$ cat config.mk
export PLATFORM = sky130hd
export DESIGN_NAME = disp_ram_writer
export DESIGN_NICKNAME = d
export VERILOG_FILES = /design/src/rtl/disp_wr_pkg.sv /design/src/rtl/dwr_bit_feed.sv /design/src/rtl/dwr_col_track.sv /design/src/rtl/dwr_write_out.sv /design/src/rtl/disp_ram_writer.sv
export SDC_FILE = /design/constraint.sdc
export NUM_CORES = 1
export LEC_CHECK = 0
export BUFFER_PORTS_ARGS = -buffer_cell sky130_fd_sc_hd__buf_2
export CORE_ASPECT_RATIO = 0.9
export CORE_UTILIZATION = 58
export CTS_CLUSTER_DIAMETER = 150
export CTS_CLUSTER_SIZE = 40
export DETAILED_ROUTE_END_ITERATION = 8
export PLACE_DENSITY = 0.85
export SETUP_SLACK_MARGIN = 0.15
export SYNTH_ARGS = -nofsm -noshare
export SYNTH_HDL_FRONTEND = slang
export SYNTH_SLANG_ARGS = --single-unit
export TNS_END_PERCENT = 1
$ cat constraint.sdc
create_clock -name clk -period 3.8 [get_ports clk]
set_input_delay 0.76 -clock clk [delete_from_list [all_inputs] [get_ports clk]]
set_output_delay 0.76 -clock clk [all_outputs]
set_load 0.01 [all_outputs]
$ cat src/rtl/disp_wr_pkg.sv
package disp_wr_pkg;
  localparam int ROW_N = 4;

  typedef enum logic [1:0] {
    MODE_STATIC = 2'd0,
    MODE_MUX2   = 2'd1,
    MODE_MUX3   = 2'd2,
    MODE_MUX4   = 2'd3
  } drive_mode_e;

  // Bits stored per column for a drive mode (1..4).
  function automatic logic [2:0] bits_per_col(input drive_mode_e m);
    return {1'b0, m} + 3'd1;
  endfunction

  // Bank select only relocates the two low-multiplex modes.
  function automatic logic bank_applies(input drive_mode_e m);
    return (m == MODE_STATIC) || (m == MODE_MUX2);
  endfunction
endpackage

$ cat src/rtl/dwr_bit_feed.sv
module dwr_bit_feed #(
  parameter int BYTE_W = 8
) (
  input  logic              clk,
  input  logic              rst_n,
  input  logic              load,
  input  logic [BYTE_W-1:0] din,
  output logic              step,
  output logic              bit_out
);
  localparam int CNT_W = $clog2(BYTE_W + 1);

  logic [BYTE_W-1:0] sh_q, sh_d;
  logic [CNT_W-1:0]  left_q, left_d;
  logic              en;

  assign step    = (left_q != '0);
  assign bit_out = sh_q[BYTE_W-1];
  assign en      = load || step;

  always_comb begin
    sh_d   = sh_q;
    left_d = left_q;
    if (load) begin
      sh_d   = din;
      left_d = CNT_W'(BYTE_W);
    end else if (step) begin
      sh_d   = {sh_q[BYTE_W-2:0], 1'b0};
      left_d = left_q - 1'b1;
    end
  end

  always_ff @(posedge clk or negedge rst_n) begin
    if (!rst_n) begin
      sh_q   <= '0;
      left_q <= '0;
    end else if (en) begin
      sh_q   <= sh_d;
      left_q <= left_d;
    end
  end
endmodule

$ cat src/rtl/dwr_col_track.sv
module dwr_col_track
  import disp_wr_pkg::*;
#(
  parameter int COLS  = 80,
  parameter int SUB_W = 3,
  localparam int PTR_W = $clog2(COLS)
) (
  input  logic             clk,
  input  logic             rst_n,
  input  logic             step,
  input  drive_mode_e      mode,
  input  logic             ptr_load,
  input  logic [PTR_W-1:0] ptr_val,
  input  logic             dev_sel,
  input  logic [SUB_W-1:0] dev_val,
  output logic [PTR_W-1:0] ptr,
  output logic [1:0]       phase,
  output logic [SUB_W-1:0] sub
);
  logic [PTR_W-1:0] ptr_d;
  logic [1:0]       phase_d;
  logic [SUB_W-1:0] sub_d;
  logic             group_done, at_last, ptr_en, sub_en;

  assign group_done = ({1'b0, phase} == (bits_per_col(mode) - 3'd1));
  assign at_last    = (ptr == PTR_W'(COLS - 1));
  assign ptr_en     = ptr_load || step;
  assign sub_en     = dev_sel || (step && group_done && at_last);

  always_comb begin
    ptr_d   = ptr;
    phase_d = phase;
    if (ptr_load) begin
      ptr_d   = ({1'b0, ptr_val} < (PTR_W + 1)'(COLS)) ? ptr_val : '0;
      phase_d = '0;
    end else if (step) begin
      if (group_done) begin
        phase_d = '0;
        ptr_d   = at_last ? '0 : ptr + 1'b1;
      end else begin
        phase_d = phase + 1'b1;
      end
    end
  end

  always_comb begin
    sub_d = sub;
    if (dev_sel)
      sub_d = dev_val;
    else if (step && group_done && at_last)
      sub_d = sub + 1'b1;
  end

  always_ff @(posedge clk or negedge rst_n) begin
    if (!rst_n) begin
      ptr   <= '0;
      phase <= '0;
    end else if (ptr_en) begin
      ptr   <= ptr_d;
      phase <= phase_d;
    end
  end

  always_ff @(posedge clk or negedge rst_n) begin
    if (!rst_n)
      sub <= '0;
    else if (sub_en)
      sub <= sub_d;
  end
endmodule

$ cat src/rtl/dwr_write_out.sv
module dwr_write_out
  import disp_wr_pkg::*;
#(
  parameter int PTR_W = 7,
  parameter int SUB_W = 3
) (
  input  logic             clk,
  input  logic             rst_n,
  input  logic             step,
  input  logic             bit_in,
  input  drive_mode_e      mode,
  input  logic             bank,
  input  logic [1:0]       phase,
  input  logic [PTR_W-1:0] ptr,
  input  logic [SUB_W-1:0] sub,
  input  logic [SUB_W-1:0] hw_sub,
  output logic             wr_en,
  output logic [PTR_W-1:0] wr_addr,
  output logic [ROW_N-1:0] wr_mask,
  output logic [ROW_N-1:0] wr_data
);
  logic [1:0]       row;
  logic             en_d;
  logic [ROW_N-1:0] mask_d, data_d;

  always_comb begin
    row    = phase + ((bank && bank_applies(mode)) ? 2'd2 : 2'd0);
    mask_d = ROW_N'(1) << row;
    data_d = bit_in ? mask_d : '0;
    en_d   = step && (sub == hw_sub);
  end

  always_ff @(posedge clk or negedge rst_n) begin
    if (!rst_n)
      wr_en <= 1'b0;
    else
      wr_en <= en_d;
  end

  always_ff @(posedge clk or negedge rst_n) begin
    if (!rst_n) begin
      wr_addr <= '0;
      wr_mask <= '0;
      wr_data <= '0;
    end else if (step) begin
      wr_addr <= ptr;
      wr_mask <= mask_d;
      wr_data <= data_d;
    end
  end
endmodule

$ cat src/rtl/disp_ram_writer.sv
module disp_ram_writer
  import disp_wr_pkg::*;
#(
  parameter int COLS   = 80,
  parameter int SUB_W  = 3,
  parameter int BYTE_W = 8,
  localparam int PTR_W = $clog2(COLS)
) (
  input  logic              clk,
  input  logic              rst_n,
  input  logic [SUB_W-1:0]  hw_sub,
  input  logic              dev_sel,
  input  logic [SUB_W-1:0]  dev_val,
  input  logic              ptr_load,
  input  logic [PTR_W-1:0]  ptr_val,
  input  logic [1:0]        drive_mode,
  input  logic              in_bank,
  input  logic              byte_valid,
  input  logic [BYTE_W-1:0] byte_data,
  output logic              wr_en,
  output logic [PTR_W-1:0]  wr_addr,
  output logic [ROW_N-1:0]  wr_mask,
  output logic [ROW_N-1:0]  wr_data
);
  drive_mode_e      mode;
  logic             step, bit_cur;
  logic [PTR_W-1:0] ptr;
  logic [1:0]       phase;
  logic [SUB_W-1:0] sub;

  assign mode = drive_mode_e'(drive_mode);

  dwr_bit_feed #(.BYTE_W(BYTE_W)) u_feed (
    .clk(clk), .rst_n(rst_n), .load(byte_valid), .din(byte_data),
    .step(step), .bit_out(bit_cur)
  );

  dwr_col_track #(.COLS(COLS), .SUB_W(SUB_W)) u_track (
    .clk(clk), .rst_n(rst_n), .step(step), .mode(mode),
    .ptr_load(ptr_load), .ptr_val(ptr_val),
    .dev_sel(dev_sel), .dev_val(dev_val),
    .ptr(ptr), .phase(phase), .sub(sub)
  );

  dwr_write_out #(.PTR_W(PTR_W), .SUB_W(SUB_W)) u_out (
    .clk(clk), .rst_n(rst_n), .step(step), .bit_in(bit_cur),
    .mode(mode), .bank(in_bank), .phase(phase), .ptr(ptr),
    .sub(sub), .hw_sub(hw_sub),
    .wr_en(wr_en), .wr_addr(wr_addr), .wr_mask(wr_mask), .wr_data(wr_data)
  );
endmodule

==> results.yml, run 1 <==
synthesis:
  ys_seq_area_frac: 0.485
  synth_seq_cells: 40
  synth_edf_count: 0
  syn_inst: 213
  yosys_most_used_dff: "dfrtp_1"
  synth_warnings: 0
  syn_area_sq_um: 2060
  syn-num-nets: 245
  synthArstFlopShare: 1.00
  yosysUniqueCellTypes: 46
  avgSynthCellArea_sq_um: 9.69
layout:
  utilization: 0.704
  fin_nets: 288
  syn_to_final_growth_pct: 15.2
  fin_area_sq_um: 2380
  fin_cells: 300
  diodes: 0
  drive_above_1_share: 0.238
clock_tree:
  cts.repair.resized: 0
  path_clk_slew_ns: 0.07
  clockBufferDepth: 2
  cts_sinks: 40
  root_buffer: "clkbuf_8"
  cts_setup_buffers: 0
  clk_latency_ns: 0.30
  cts-htree-levels: 2
  cts-buffers-inserted: 5
  cts_tree: "yes"
  cts_hold_buf: 0
setup_path:
  cp.required_ns: 3.96
  worstSetupStartpointType: "flip-flop"
  cp_max_fo: 26
  cp_data_arrival_time_ns: 2.35
  end_kind: "flip-flop"
  r2r_slack_ns: 1.61
  crit_type: "reg -> reg"
  r2r_cells: 6
floorplan:
  dieArea_sq_um: 3800
  io_pins: 45
  rows: 20
  die_h_um: 58.6
  core_area_sq_um: 3380
  start_util: 0.611
  die_w_um: 64.9
place:
  port_buffers: 44
  place_hpwl_mm: 2.94
  placed_area_sq_um: 2300
  dp_slack_ns: 1.59
  gp_congestion: 0.837
  dp_cells: 293
grt:
  grt_pass1_vias: 1564
  track_usage: 0.250
  grt_pass1_wl_mm: 7.09
  grt_start_max_net_pins: 41
  grt-ovfl-total: 0
  grt_antenna_before_repair: 0
drt:
  drt_iter0_markers: 170
  vias: 1675
  drt-wirelength-per-cell_um: 13.9
  ant_nets: 0
  vias_per_cell: 5.58
  dr.pass1.iters: 4
  wl_mm: 4.17
  drc: 0
timing:
  setup_tns_ns: 0
  tightest_slew_ns: 0.860
  clock.fmax_mhz: 456
  holdWs_ns: 0.475
  rsz0062_at_grt: "no"
  setup_slack_ns: 1.61
  clock_skew_ns: 0.0145
  setup_violations: 0
  hold_viol_final: 0
  slew_violations: 0
  layout_min_cycle_time_ns: 2.19
  maxSlewHeadroom: 0.427
  min_period_over_period: 0.577
pwr:
  p_per_area_nw_per_um2: 604
  max-vdd-ir-drop_mv: 0.276
  total_power_mw: 1.43
  leakagePower_nw: 1.10
job:
  maxCapViolCount: 0
outcome:
  status: "completed"
min_path:
  hold_depth: 2
  min_path_type: "reg -> reg"
## synthesized netlist by cell type, types with 2 or more instances
master | count | share of area
ha_1 | 3 | 0.018
nor4_1 | 3 | 0.0091
dfrtp_1 | 40 | 0.49
or3_1 | 2 | 0.0061
a22o_1 | 3 | 0.013
nand3_1 | 6 | 0.015
nor2b_1 | 5 | 0.015
nor2_1 | 11 | 0.020
o21ai_1 | 5 | 0.012
mux2i_1 | 12 | 0.058
a21oi_1 | 8 | 0.019
xnor2_1 | 3 | 0.013
xor2_1 | 4 | 0.017
nand2b_1 | 2 | 0.0061
clkbuf_1 | 5 | 0.0091
nor4b_1 | 2 | 0.0085
o21ai_0 | 14 | 0.034
o31ai_1 | 3 | 0.011
buf_4 | 2 | 0.0073
nand2_1 | 44 | 0.080
inv_1 | 8 | 0.015
nor3_1 | 4 | 0.0097
## critical path, cell delays in order (launching register included)
cell,delay (ns)
dfrtp_1,0.37
inv_1,0.10
ha_1,0.23
nor3b_4,0.61
buf_4,0.42
mux2i_1,0.23
o21ai_0,0.10
## cell families after synthesis
family | after synthesis | share of synthesized area
mux | 12 | 0.0582
xor+xnor | 8 | 0.0376
flops | 40 | 0.485
compound gates | 44 | 0.141
simple gates | 89 | 0.221
fa+ha+maj | 3 | 0.0182
buf+inv | 17 | 0.0388
## power breakdown
group          internal [mW]  leakage, nW  switching, mW  total, mW
Sequential             0.545        0.502          0.106      0.652
Clock                  0.124       0.0400          0.143      0.267
Combinational          0.220        0.560          0.296      0.516
Total                  0.889         1.10          0.546       1.43
## cell type report
cell class	instances	area, sq um
multi-input combinational	156	982
tap	44	55.1
inverter	8	30.0
clock buffer	5	68.8
timing repair buffer	45	228
fill	272	1000
clock inverter	2	12.5
sequential	40	1000
## flip-flops by register name (all words and copies together) (netlist names)
| name | cells |
|---|---|
| u_track.phase | 2 |
| u_out.wr_data | 4 |
| u_track.ptr | 7 |
| u_out.wr_en | 1 |
| u_out.wr_mask | 4 |
| u_feed.sh_q | 8 |
| u_track.sub | 3 |
| u_out.wr_addr | 7 |
| u_feed.left_q | 4 |
## layout by cell type, fill, tap and decap left out, types with 3 or more instances in the layout
cell	instances
nor2b_1	5
nor4_1	3
nor3_1	4
a21oi_1	8
clkbuf_8	5
xor2_1	4
nand2_1	44
o21ai_1	5
ha_1	3
dfrtp_1	40
o21ai_0	14
nor2_1	11
a22o_1	3
buf_2	44
o31ai_1	3
xnor2_1	3
mux2i_1	12
inv_1	8
nand3_1	6
## path summary, 6_finish.rpt
path / endpoint / startpoint
max: u_feed.sh_q[7] / u_feed.left_q[0]
min in group asynchronous: u_track.sub[2] / rst_n
max reg2reg: u_feed.sh_q[7] / u_feed.left_q[0]
min: u_out.wr_addr[6] / u_out.wr_addr[6]
max in group asynchronous: u_feed.sh_q[3] / rst_n
min reg2reg: u_out.wr_addr[6] / u_out.wr_addr[6]
## metal layers
| metal | GRT usage | share of wire | up-vias | wire, um |
|---|---|---|---|---|
| li1 | - | - | 834 | - |
| met3 | 0.0795 | 0.042 | 8 | 174 |
| met2 | 0.360 | 0.46 | 39 | 1900 |
| met1 | 0.354 | 0.49 | 794 | 2030 |
| met4 | 0.0952 | 0.016 | 0 | 68 |
| met5 | 0 | 0 | - | 0 |
(Power assumes the default switching activity.)
==> inputs of run 2 (changes only) <==
--- a/config.mk
+++ b/config.mk
@@ -7,11 +7,11 @@
 export LEC_CHECK = 0
 export BUFFER_PORTS_ARGS = -buffer_cell sky130_fd_sc_hd__buf_2
 export CORE_ASPECT_RATIO = 0.9
-export CORE_UTILIZATION = 58
+export CORE_UTILIZATION = 48
 export CTS_CLUSTER_DIAMETER = 150
 export CTS_CLUSTER_SIZE = 40
 export DETAILED_ROUTE_END_ITERATION = 8
-export PLACE_DENSITY = 0.85
+export PLACE_DENSITY = 0.76
 export SETUP_SLACK_MARGIN = 0.15
 export SYNTH_ARGS = -nofsm -noshare
 export SYNTH_HDL_FRONTEND = slang
==> constraint.sdc (replaced) <==
create_clock -name clk -period 2 [get_ports clk]
set_input_delay 0.4 -clock clk [delete_from_list [all_inputs] [get_ports clk]]
set_output_delay 0.4 -clock clk [all_outputs]
set_load 0.01 [all_outputs]
==> results.yml, run 2 (synthesis results as in run 1) <==
grt:
  track_usage: 0.194
  grt_antenna_before_repair: 0
  grt_pass1_vias: 1557
  grt_pass1_wl_mm: 6.85
  grt-ovfl-total: 0
  grt_start_max_net_pins: 22
setup_path:
  crit_chain: "inv_1 > ha_1 > nor3b_4 > buf_4 > buf_6 > mux2i_1 > o21ai_0"
  crit_family: "buffers and inverters"
  worstSetupStartpointType: "flip-flop"
  cp.required_ns: 2.16
  cp_slowest_cell: "dfrtp_1"
  end_kind: "flip-flop"
  cp_data_arrival_time_ns: 1.94
  r2r_cells: 7
  max_stage_delay_ns: 0.37
  crit_type: "reg -> reg"
  crit_buf_inv: 3
  cp_max_fo: 9
  path_depth: 7
timing:
  tightest_slew_ns: 0.504
  clock_skew_ns: 0.0130
  min_period_over_period: 0.891
  slew_violations: 0
  layout_min_cycle_time_ns: 1.78
  setup_tns_ns: 0
  rsz0062_at_grt: "yes"
  clock.fmax_mhz: 561
  hold_viol_final: 0
  setup_violations: 0
  maxSlewHeadroom: 0.661
job:
  maxCapViolCount: 0
clock_tree:
  path_clk_slew_ns: 0.09
  root_buffer: "clkbuf_8"
  cts-htree-levels: 2
  cts_tree: "yes"
  cts_setup_buffers: 0
  cts-buffers-inserted: 5
  clk_latency_ns: 0.30
  cts_sinks: 40
  clockBufferDepth: 2
floorplan:
  dieArea_sq_um: 4560
  die_w_um: 71.1
  io_pins: 45
  core_area_sq_um: 4100
  die_h_um: 64.2
  start_util: 0.503
  rows: 22
layout:
  layout_common_cells: "nand2_1 (44), buf_2 (44), dfrtp_1 (40)"
  fin_cells: 312
  fin_nets: 295
  largestRegisters: "u_feed.sh_q: 8 flops, u_out.wr_addr: 7 flops, u_track.ptr: 7 flops"
  largest_reg_flops: 8
  n_fill_cell: 341
  utilization: 0.609
  diodes: 0
  syn_to_final_growth_pct: 21.0
  regArea_sq_um: 1000
  drive_above_1_share: 0.265
  top_register: "u_feed.sh_q"
  multi_input_area_sq_um: 997
place:
  place_hpwl_mm: 2.98
  port_buffers: 44
  dp_cells: 304
  gp_congestion: 0.808
min_path:
  min_path_type: "in -> async"
pwr:
  total_power_mw: 2.96
  max-vdd-ir-drop_mv: 0.575
  p_per_area_nw_per_um2: 1190
  leakagePower_nw: 1.16
outcome:
  status: "completed"
drt:
  vias_per_cell: 5.50
  wl_mm: 4.05
  vias: 1715
  drt-wirelength-per-cell_um: 13.0
  dr.pass1.iters: 6
  drt_iter0_markers: 83
  drc: 0
  ant_nets: 0
-- run 2: final timing paths --
kind	from	endpoint	slack [ns]
max	u_feed.left_q[0]	u_feed.sh_q[2]	0.22
min	rst_n	u_out.wr_data[1]	0.04
max reg2reg	u_feed.left_q[0]	u_feed.sh_q[2]	0.22
min reg2reg	u_out.wr_mask[1]	u_out.wr_mask[1]	0.47
max in group asynchronous	rst_n	u_out.wr_addr[4]	1.48
min in group clk	byte_data[5]	u_feed.sh_q[5]	0.30
-- run 2: per-layer routing --
layer  global-route usage  part of all wire
met5                    0                 0
met4               0.0825             0.017
met3               0.0410             0.050
met2                0.306              0.45
met1                0.260              0.48
-- run 2: worst register-to-register path: stages, from the launching register on --
cell and delay [ns]:
dfrtp_1 0.37, inv_1 0.09, ha_1 0.23, nor3b_4 0.26, buf_4 0.22, buf_6 0.17, mux2i_1 0.21, o21ai_0 0.10
-- run 2: repair_timing --
| action | in CTS | in global routing |
|---|---|---|
| pin swaps | 0 | 1 |
| setup endpoints to repair | 1 | 13 |
| gates resized for setup | 1 | 2 |
| hold buffers | 0 | 0 |
-- run 2: report_power, final --
| group | leakage, nW | switching [mW] | total, mW | internal (mW) |
|---|---|---|---|---|
| registers | 0.502 | 0.181 | 1.22 | 1.04 |
| logic | 0.603 | 0.605 | 1.09 | 0.488 |
| clock network | 0.0541 | 0.285 | 0.654 | 0.369 |
-- run 2: final cells by class --
cell class,count,area share
sequential,40,0.401
multi-input combinational,156,0.399
timing repair buffer,52,0.119
clock buffer,5,0.0276
tap,48,0.0241
clock inverter,3,0.0170
inverter,8,0.0120
-- run 2: through the flow --
stage / hold WS [ns] / cell area (sq um) / setup WS, ns
finish: 0.0357 / 2500 / 0.219
global route: 0.0680 / 2500 / 0.106
CTS: 0.0524 / 2490 / 0.164
detailed placement: 0.381 / 2370 / 0.149
global placement: 0.383 / 2370 / 0.196
floorplan: 0.104 / 2060 / 0.311
==> inputs of run 3 (changes only) <==
--- a/config.mk
+++ b/config.mk
@@ -5,13 +5,14 @@
 export SDC_FILE = /design/constraint.sdc
 export NUM_CORES = 1
 export LEC_CHECK = 0
+export ABC_CLOCK_PERIOD_IN_PS = 1900
 export BUFFER_PORTS_ARGS = -buffer_cell sky130_fd_sc_hd__buf_2
 export CORE_ASPECT_RATIO = 0.9
-export CORE_UTILIZATION = 48
+export CORE_UTILIZATION = 54
 export CTS_CLUSTER_DIAMETER = 150
 export CTS_CLUSTER_SIZE = 40
 export DETAILED_ROUTE_END_ITERATION = 8
-export PLACE_DENSITY = 0.76
+export PLACE_DENSITY = 0.8
 export SETUP_SLACK_MARGIN = 0.15
 export SYNTH_ARGS = -nofsm -noshare
 export SYNTH_HDL_FRONTEND = slang
==> constraint.sdc (replaced) <==
create_clock -name clk -period 1.9 [get_ports clk]
set_input_delay 0.38 -clock clk [delete_from_list [all_inputs] [get_ports clk]]
set_output_delay 0.38 -clock clk [all_outputs]
set_load 0.01 [all_outputs]
==> results.yml, run 3 (synthesis results as in run 1) <==
setup_path:
  cp.required_ns: 2.13
  end_kind: "flip-flop"
  worstSetupStartpointType: "flip-flop"
  cp_max_fo: 9
  crit_type: "reg -> reg"
  cp_data_arrival_time_ns: 1.96
drt:
  vias_per_cell: 5.66
  drt_iter0_markers: 162
  drt-wirelength-per-cell_um: 14.1
  ant_nets: 0
  wl_met3_um: 257
  highest_layer: "met4"
  wl_met2_mm: 2.04
  drc: 0
  vias: 1759
  dr.pass1.iters: 4
  wl_mm: 4.38
  wl_met1_mm: 2.04
clock_tree:
  clockBufferDepth: 2
  root_buffer: "clkbuf_8"
  cts_tree: "yes"
  path_clk_slew_ns: 0.08
  cts-buffers-inserted: 5
  clk_latency_ns: 0.30
  cts-htree-levels: 2
  cts_sinks: 40
grt:
  grt_antenna_before_repair: 0
  grt-ovfl-total: 0
  track_usage: 0.227
  grt_start_max_net_pins: 22
  grt_pass1_wl_mm: 6.57
  grt_pass1_vias: 1495
floorplan:
  rows: 20
  io_pins: 45
  core_area_sq_um: 3500
  die_w_um: 67.2
  start_util: 0.589
  dieArea_sq_um: 4070
  die_h_um: 60.6
place:
  place_hpwl_mm: 2.84
  gp_congestion: 0.786
  dp_cells: 297
  port_buffers: 44
timing:
  clock_skew_ns: 0.0148
  setup_tns_ns: 0
  layout_min_cycle_time_ns: 1.73
  clock.fmax_mhz: 576
  rsz0062_at_grt: "yes"
  setup_violations: 0
  tightest_slew_ns: 0.777
  min_period_over_period: 0.913
  maxSlewHeadroom: 0.480
  hold_viol_final: 0
  slew_violations: 0
layout:
  top_register: "u_feed.sh_q"
  syn_to_final_growth_pct: 25.2
  layout_common_cells: "nand2_1 (44), buf_2 (44), dfrtp_1 (40)"
  utilization: 0.738
  fin_cells: 311
  largest_reg_flops: 8
  largestRegisters: "u_feed.sh_q: 8 flops, u_out.wr_addr: 7 flops, u_track.ptr: 7 flops"
  diodes: 0
  fin_nets: 298
  drive_above_1_share: 0.281
pwr:
  p_per_area_nw_per_um2: 1290
  max-vdd-ir-drop_mv: 0.743
  total_power_mw: 3.34
  leakagePower_nw: 1.19
min_path:
  min_path_type: "in -> async"
job:
  maxCapViolCount: 0
outcome:
  status: "completed"
==> run 3: cell type report <==
type                       instances  area, sq um
tap                               44         55.1
clock inverter                     3         47.5
timing repair buffer              55          378
clock buffer                       5         68.8
sequential                        40         1000
inverter                           8         30.0
fill                             250          920
multi-input combinational        156         1000
==> run 3: worst paths after layout <==
kind                       slack [ns]                to        startpoint  depth (start not counted)
hold reg to reg                  0.47  u_out.wr_addr[6]  u_out.wr_addr[6]                          2
max in group asynchronous        1.38  u_out.wr_mask[2]             rst_n                          2
min in group clk                 0.28    u_feed.sh_q[7]      byte_data[7]                          3
setup reg to reg                 0.17  u_track.phase[1]  u_feed.left_q[1]                          8
setup / recovery                 0.17  u_track.phase[1]  u_feed.left_q[1]                          8
hold / removal                  0.008       u_out.wr_en             rst_n                          1
==> run 3: per-stage QoR <==
stage               instance area (sq um)  hold slack, ns  worst slack, ns
global route                         2580          0.0287           0.0722
finish                               2580         0.00803            0.165
floorplan                            2060          0.0844            0.211
detailed placement                   2340           0.346            0.151
global placement                     2340           0.351            0.182
CTS                                  2490          0.0180            0.149
==> run 3: routing by layer <==
metal | GRT usage | vias up
met4 | 0.106 | 0
met3 | 0.0733 | 4
met5 | 0 | -
li1 | - | 857
met1 | 0.293 | 847
met2 | 0.349 | 51
==> run 3: worst max-delay path, cell delays in order, from the launching register on <==
cell	delay, ns
dfrtp_1	0.36
inv_1	0.05
ha_2	0.19
nor3b_4	0.16
buf_12	0.15
buf_12	0.13
clkbuf_16	0.15
or3_1	0.34
a21oi_1	0.14
==> run 3: what timing repair did <==
| item | CTS | global route |
|---|---|---|
| gates resized for setup | 0 | 5 |
| endpoints found under the hold margin | 0 | 0 |
| pin swaps | 0 | 3 |
| endpoints found under the setup margin | 1 | 32 |
| cloned | 1 | 1 |
| hold buffers | 0 | 0 |
| setup buffers | 1 | 3 |
==> run 3: where the power goes <==
group	internal (mW)	total [mW]	leakage, nW	switching [mW]
sequential	1.09	1.28	0.502	0.193
combinational	0.646	1.35	0.631	0.701
clock	0.395	0.707	0.0583	0.311
total	2.13	3.34	1.19	1.21
